==> src/rtl/ontime_pkg.sv <==
package ontime_pkg;

  // Per-tick strobes from control to datapath
  typedef struct packed {
    logic winAdv;   // advance the window position
    logic accInc;   // add one on-tick
    logic accClr;   // restart the total for a new window
  } dpStrobe_t;

  typedef enum logic {WATCH = 1'b0, TRIPPED = 1'b1} guardState_t;

endpackage

==> src/rtl/ontime_dp.sv <==
module ontime_dp
  import ontime_pkg::*;
#(
  parameter int DIV    = 5000,
  parameter int WINDOW = 10000,
  parameter int ACC_W  = 10
) (
  input  logic             clk,
  input  logic             porRst,
  input  logic             clampIn,
  input  dpStrobe_t        strobe,
  output logic             tick,
  output logic             clampSync,
  output logic             winLast,
  output logic [ACC_W-1:0] acc
);

  localparam int DIV_W = (DIV > 1) ? $clog2(DIV) : 1;
  localparam int WIN_W = (WINDOW > 1) ? $clog2(WINDOW) : 1;

  logic [1:0]       syncQ;
  logic [DIV_W-1:0] divCnt;
  logic [WIN_W-1:0] winCnt;

  // Two-stage synchronizer on the asynchronous clamp level
  always_ff @(posedge clk) begin
    if (porRst) syncQ <= 2'b00;
    else        syncQ <= {syncQ[0], clampIn};
  end
  assign clampSync = syncQ[1];

  // Prescaler producing the sampling tick
  assign tick = (divCnt == DIV_W'(DIV - 1));
  always_ff @(posedge clk) begin
    if (porRst)    divCnt <= '0;
    else if (tick) divCnt <= '0;
    else           divCnt <= divCnt + 1'b1;
  end

  // Window position in ticks
  assign winLast = (winCnt == WIN_W'(WINDOW - 1));
  always_ff @(posedge clk) begin
    if (porRst)             winCnt <= '0;
    else if (strobe.winAdv) winCnt <= winLast ? '0 : winCnt + 1'b1;
  end

  // On-time accumulator
  always_ff @(posedge clk) begin
    if (porRst)             acc <= '0;
    else if (strobe.accClr) acc <= '0;
    else if (strobe.accInc) acc <= acc + 1'b1;
  end

endmodule

==> src/rtl/ontime_ctrl.sv <==
module ontime_ctrl
  import ontime_pkg::*;
#(
  parameter int LOW   = 512,
  parameter int HIGH  = 768,
  parameter int ACC_W = 10
) (
  input  logic             clk,
  input  logic             porRst,
  input  logic             variantHigh,
  input  logic             tick,
  input  logic             clampSync,
  input  logic             winLast,
  input  logic [ACC_W-1:0] acc,
  output dpStrobe_t        strobe,
  output logic             faultFlag,
  output logic             shutReq
);

  guardState_t      state;
  logic             selHigh;
  logic [ACC_W-1:0] limit;
  logic             live;
  logic             overLimit;
  logic             faultNow;

  // Limit choice is captured only while reset is held
  always_ff @(posedge clk) begin
    if (porRst) selHigh <= variantHigh;
  end

  assign limit     = selHigh ? ACC_W'(HIGH) : ACC_W'(LOW);
  assign live      = tick && (state == WATCH);
  assign overLimit = clampSync && (acc >= limit);
  assign faultNow  = live && overLimit;

  always_comb begin
    strobe.winAdv = live;
    strobe.accInc = live && clampSync;
    strobe.accClr = live && winLast && !overLimit;
  end

  always_ff @(posedge clk) begin
    if (porRst)        state <= WATCH;
    else if (faultNow) state <= TRIPPED;
  end
  assign faultFlag = (state == TRIPPED);

  // Shutdown request held in its own flop
  always_ff @(posedge clk) begin
    if (porRst)        shutReq <= 1'b0;
    else if (faultNow) shutReq <= 1'b1;
  end

endmodule

==> src/rtl/ontime_guard.sv <==
module ontime_guard
  import ontime_pkg::*;
#(
  parameter int CLK_HZ       = 50_000_000,
  parameter int TICK_HZ      = 10_000,
  parameter int WINDOW_TICKS = 10_000,
  parameter int LOW_TICKS    = 512,
  parameter int HIGH_TICKS   = 768,
  localparam int MAX_TICKS   = (HIGH_TICKS > LOW_TICKS) ? HIGH_TICKS : LOW_TICKS,
  localparam int ACC_W       = $clog2(MAX_TICKS + 2)
) (
  input  logic             clk,
  input  logic             porRst,
  input  logic             clampActive,
  input  logic             variantHigh,
  output logic             faultFlag,
  output logic             shutdownReq,
  output logic [ACC_W-1:0] onCount
);

  localparam int DIV = (CLK_HZ / TICK_HZ > 0) ? CLK_HZ / TICK_HZ : 1;

  dpStrobe_t strobe;
  logic      tick;
  logic      clampSync;
  logic      winLast;

  ontime_dp #(.DIV(DIV), .WINDOW(WINDOW_TICKS), .ACC_W(ACC_W)) dp (
    .clk(clk), .porRst(porRst), .clampIn(clampActive), .strobe(strobe),
    .tick(tick), .clampSync(clampSync), .winLast(winLast), .acc(onCount)
  );

  ontime_ctrl #(.LOW(LOW_TICKS), .HIGH(HIGH_TICKS), .ACC_W(ACC_W)) ctrl (
    .clk(clk), .porRst(porRst), .variantHigh(variantHigh), .tick(tick),
    .clampSync(clampSync), .winLast(winLast), .acc(onCount),
    .strobe(strobe), .faultFlag(faultFlag), .shutReq(shutdownReq)
  );

endmodule

==> config.mk <==
export PLATFORM = sky130hd
export DESIGN_NAME = ontime_guard
export DESIGN_NICKNAME = d
export VERILOG_FILES = /design/src/rtl/ontime_pkg.sv /design/src/rtl/ontime_dp.sv /design/src/rtl/ontime_ctrl.sv /design/src/rtl/ontime_guard.sv
export SDC_FILE = /design/constraint.sdc
export NUM_CORES = 1
export LEC_CHECK = 0
export BUFFER_PORTS_ARGS = -buffer_cell sky130_fd_sc_hd__buf_2
export CAP_MARGIN = 10
export CORE_MARGIN = 5
export CORE_UTILIZATION = 48
export CTS_CLUSTER_DIAMETER = 40
export CTS_CLUSTER_SIZE = 14
export DETAILED_ROUTE_END_ITERATION = 6
export GPL_ROUTABILITY_DRIVEN = 0
export GPL_TIMING_DRIVEN = 0
export PLACE_DENSITY = 0.66
export SKIP_LAST_GASP = 1
export SLEW_MARGIN = 10
export SYNTH_ARGS = -nofsm -noshare
export SYNTH_HDL_FRONTEND = slang
export SYNTH_SLANG_ARGS = --single-unit
==> constraint.sdc <==
create_clock -name clk -period 3.1 [get_ports clk]
set_input_delay 0.775 -clock clk [delete_from_list [all_inputs] [get_ports clk]]
set_output_delay 0.775 -clock clk [all_outputs]
set_load 0.05 [all_outputs]
Yosys cells after proc, flatten, opt, wreduce, memory -nomap -nowiden
Cells that the tools add are included.
- shift operators: 0
- reduce and logical (&&, ||, !) cells: 9
- $lt $le $gt $ge: 1
- multiply operators: 0
- div/mod/pow operators: 0
- add/sub/neg operators: 3
- eq/ne operators: 2
- bitwise logic cells: 1
- mux-type cells: 2
- operators by type and width (kind ; count):
    14-bit by 1-bit adder with 14-bit output (second input constant) ; 1
    14-bit == test (second input constant) ; 1
    14-bit 2-to-1 mux ; 1
    13-bit by 1-bit adder with 13-bit output (second input constant) ; 1
    13-bit == test (second input constant) ; 1
    10-bit by 1-bit adder with 10-bit output (second input constant) ; 1
    10-bit >= comparator ; 1
    9-bit 2-to-1 mux ; 1
    1-bit logical AND ; 6
    2-bit OR reduction ; 2
    1-bit zero test ; 1
    1-bit NOT ; 1
- bits in writable memories: 0
- latch bits: 0
- output and inout port bits: 12
- memories kept: 0
- word-level logic and storage cells: 24
- input bits: 4
- register bits after elaboration: 41
- ROM bits: 0

Depth between registers and ports, before layout
- depth in word-level cells: 6
- gate-level depth with buffers: 8
- gate-level depth less buffers: 6

Modules after synthesis
Synthesis repeated with hierarchy kept, for this count alone.
- cell total of the unflattened synthesis: 207
- area, all modules: 1891.8 µm²
- by module, submodules not included (module ; times used ; area each (µm²) ; cells an instance):
    ontime_dp ; 1 ; 1715.4 ; 189
    ontime_ctrl ; 1 ; 176.4 ; 18

Worst setup path before layout
OpenSTA, ideal clock, no wires.
- path kind: register -> register
- from: register dp.divCnt[4]
- to: register dp.winCnt[12]
- path buffers: 2
- setup slack: 776 ps
- period minus slack after synthesis: 2324 ps
- arrival time: 2253 ps
- stages on the path, launching flop included: 7
- cell sequence: dfxtp_1 -> or4b_4 -> or4_4 -> buf_6 -> buf_6 -> or4_1 -> a21oi_1
- word-level cells in the longest chain between the ends: 2
- ends and longest elaborated chain (what ; RTL line ; source):
    start, declared ; ontime_dp.sv:22 ; logic [DIV_W-1:0] divCnt;
    start signal, assigned ; ontime_dp.sv:37 ; else divCnt <= divCnt + 1'b1;
    13-bit == test ; ontime_dp.sv:33 ; assign tick = (divCnt == DIV_W'(DIV - 1));
    1-bit logical AND ; ontime_ctrl.sv:33 ; assign live = tick && (state == WATCH);
    end signal, assigned ; ontime_dp.sv:44 ; else if (strobe.winAdv) winCnt <= winLast ? '0 : winCnt + 1'b1;
    end, declared ; ontime_dp.sv:23 ; logic [WIN_W-1:0] winCnt;
No other way between the ends.
A chain may end at the register's enable or synchronous reset.

Worst setup path in the final report
- from: register dp.divCnt[4]
- to: register dp.winCnt[0]
The elaborated chain is that of the path after synthesis.

==> results.sh <==
export IMPL_setup_tns_ns=0
export IMPL_gr_usage_all_layers_pct=16.7
export IMPL_grt_max_degree=13
export IMPL_synth_top_area_share_pct=41.1
export IMPL_yosysSeqAreaShare_pct=42.6
export IMPL_power_density_nw_per_um2=453
export IMPL_cts_sinks=41
export IMPL_postCtsSetupBuffers=0
export IMPL_grt_ovfl_total=0
export IMPL_hpwl_um=2820
export IMPL_vias=1731
export IMPL_synth_warnings=0
export IMPL_h_tree_depth=2
export IMPL_ant_nets=0
export IMPL_clk_pin_slew_ns=0.07
export IMPL_grt_pass1_wl_um=7180
export IMPL_root_buffer="clkbuf_8"
export IMPL_area_growth_pct=13.0
export IMPL_synthTopCellsByArea="dfxtp_1 (41%), or4_1 (4.6%), xnor2_1 (4.0%)"
export IMPL_initial_core_util_pct=49.1
export IMPL_wl_per_cell_um=13.6
export IMPL_arrival_ns=2.67
export IMPL_core_sq_um=3970
export IMPL_clock_fmax_mhz=398
export IMPL_synth_area_leader_cell="dfxtp_1"
export IMPL_ys_ff_latch=41
export IMPL_drc=0
export IMPL_finalSetupViolCount=0
export IMPL_die_area_sq_um=5430
export IMPL_start_kind="flop"
export IMPL_synth_area_sq_um=1950
export IMPL_synth_avg_cell_area_sq_um=8.82
export IMPL_slew_limit_headroom_pct=67.1
export IMPL_max_cap_violations=0
export IMPL_ys_flop_type="dfxtp_1"
export IMPL_worst_ir_drop_vdd_v=0.000300
export IMPL_numCtsBuffers=5
export IMPL_period_share_pct=81.0
export IMPL_pin_count=16
export IMPL_n_antenna_cell=0
export IMPL_critPathRequiredTime_ns=3.26
export IMPL_rsz0062_at_grt="false"
export IMPL_n_fill_cell=412
export IMPL_yosysUniqueCellTypes=36
export IMPL_clk_path_buf_depth=2
export IMPL_holdCritPathClass="reg -> reg"
export IMPL_place_area_sq_um=2090
export IMPL_totalWireLength_um=3990
export IMPL_final_common_cell="dfxtp_1"
export IMPL_cts_tree="built"
export IMPL_grt_pass1_vias=1584
export IMPL_die_height_um=73.7
export IMPL_clock_latency_ns=0.29
export IMPL_setup_worst_path_class="reg -> reg"
export IMPL_drive_gt1_share_pct=11.9
export IMPL_fin_skew_ns=0.00940
export IMPL_viasPerCell=5.89
export IMPL_slew_viol_final=0
export IMPL_synth_cells=221
export IMPL_antenna_found_initial=0
export IMPL_outcome="complete, no violations"
export IMPL_synth_net_count=230
export IMPL_power_leakage_nw=0.763
export IMPL_nets=252
export IMPL_ctsResizeCount=0
export IMPL_final_cell_mix="dfxtp_1 (40), nor2_1 (16), buf_2 (16)"
export IMPL_cp_end_kind="flop"
export IMPL_tightestPinTransition_ns=0.489
export IMPL_dr_pass1_iters=4
export IMPL_finalHoldViolations=0
export IMPL_rows=23
export IMPL_die_width_um=73.7
export IMPL_drtIter0Drc=125
export IMPL_fin_area_sq_um=2200
export IMPL_async_reset_ff_share_pct=0
export IMPL_period_needed_ns=2.51
export IMPL_crit_fanout=10
export IMPL_synth_edf_count=1
export IMPL_port_buffers=15
export IMPL_cts_hold_buf=0
per-stage QoR:
stage / utilization, % / worst slack (ns) / hold WS (ns) / cells / total power [mW]
2_1_floorplan: - / 0.776 / 0.414 / 221 / 0.564
3_3_place_gp: 52.5 / 0.617 / 0.418 / 286 / 0.573
3_5_place_dp: 52.5 / 0.577 / 0.439 / 286 / 0.574
4_1_cts: 55.5 / 0.564 / 0.457 / 294 / 1.01
5_1_grt: 55.5 / 0.396 / 0.485 / 294 / 1.04
6_report: 55.5 / 0.588 / 0.450 / 294 / 0.998
area by class of cell:
class	count	area [sq um]	area share, %
plain buffers	11	61.3	2.78
clock buffers	7	86.3	3.92
clock inverters	1	30.0	1.36
inverters	10	37.5	1.70
multi-input cells	159	1020	46.3
flip-flops and latches	41	831	37.7
well taps	50	62.6	2.84
repair buffers	15	75.1	3.41
logic make-up (layout without fill, tap and decap cells):
group | after synthesis | after routing | synth area share (%)
AND/OR/NAND/NOR | 93 | 93 | 27.9
AO/OA/AOI/OAI | 47 | 47 | 14.8
flip-flops | 41 | 41 | 42.6
buffers and inverters | 21 | 44 | 5.07
XOR/XNOR | 13 | 13 | 5.84
adder cells (fa/ha/maj) | 5 | 5 | 3.21
multiplexers | 1 | 1 | 0.514
worst max-delay path, cell delays in order, from the launching register on:
cell and delay (ns):
dfxtp_1 0.36, or4b_4 0.56, or4_4 0.53, buf_6 0.15
o21bai_1 0.26, clkbuf_1 0.42, nor2_1 0.10
flip-flops by register name (all words and copies together) (netlist names):
name	flops
ctrl.selHigh	1
ctrl.shutReq	1
dp.acc	10
dp.divCnt	13
dp.syncQ	2
dp.winCnt	14
power by group:
group	total, mW	leakage, nW	switching, mW	internal, mW
Combinational	0.0224	0.372	0.0139	0.00844
Clock	0.438	0.0585	0.175	0.262
Sequential	0.538	0.333	0.00422	0.534
per-layer routing:
| layer | vias to the layer above | part of all wire, % | track usage [%] |
|---|---|---|---|
| met3 | 6 | 4.5 | 4.51 |
| met1 | 814 | 47 | 21.9 |
| met4 | 0 | 1.0 | 4.83 |
| met2 | 43 | 47 | 27.0 |
| met5 | - | 0 | 0 |
| li1 | 868 | - | - |
synth_stat cells (7+ instances only):
cell	count
dfxtp_1	40
clkbuf_1	7
o31ai_1	10
nand2_1	9
nand3_1	15
or4_1	12
a22oi_1	8
xnor2_1	9
inv_1	10
a21oi_1	15
or3_1	9
nor2_1	16
o21ai_0	10
nand4_1	8
path summary, 6_finish.rpt:
path / from / to / slack, ns / depth (start not counted)
max reg2reg: dp.divCnt[4]$_SDFF_PP0_ / dp.winCnt[0]$_SDFFE_PP0N_ / 0.59 / 6
min reg2reg: dp.syncQ[0]$_SDFF_PP0_ / dp.syncQ[1]$_SDFF_PP0_ / 0.45 / 1
min: dp.syncQ[0]$_SDFF_PP0_ / dp.syncQ[1]$_SDFF_PP0_ / 0.45 / 1
max: dp.divCnt[4]$_SDFF_PP0_ / dp.winCnt[0]$_SDFFE_PP0N_ / 0.59 / 6
(Power assumes the default switching activity.)
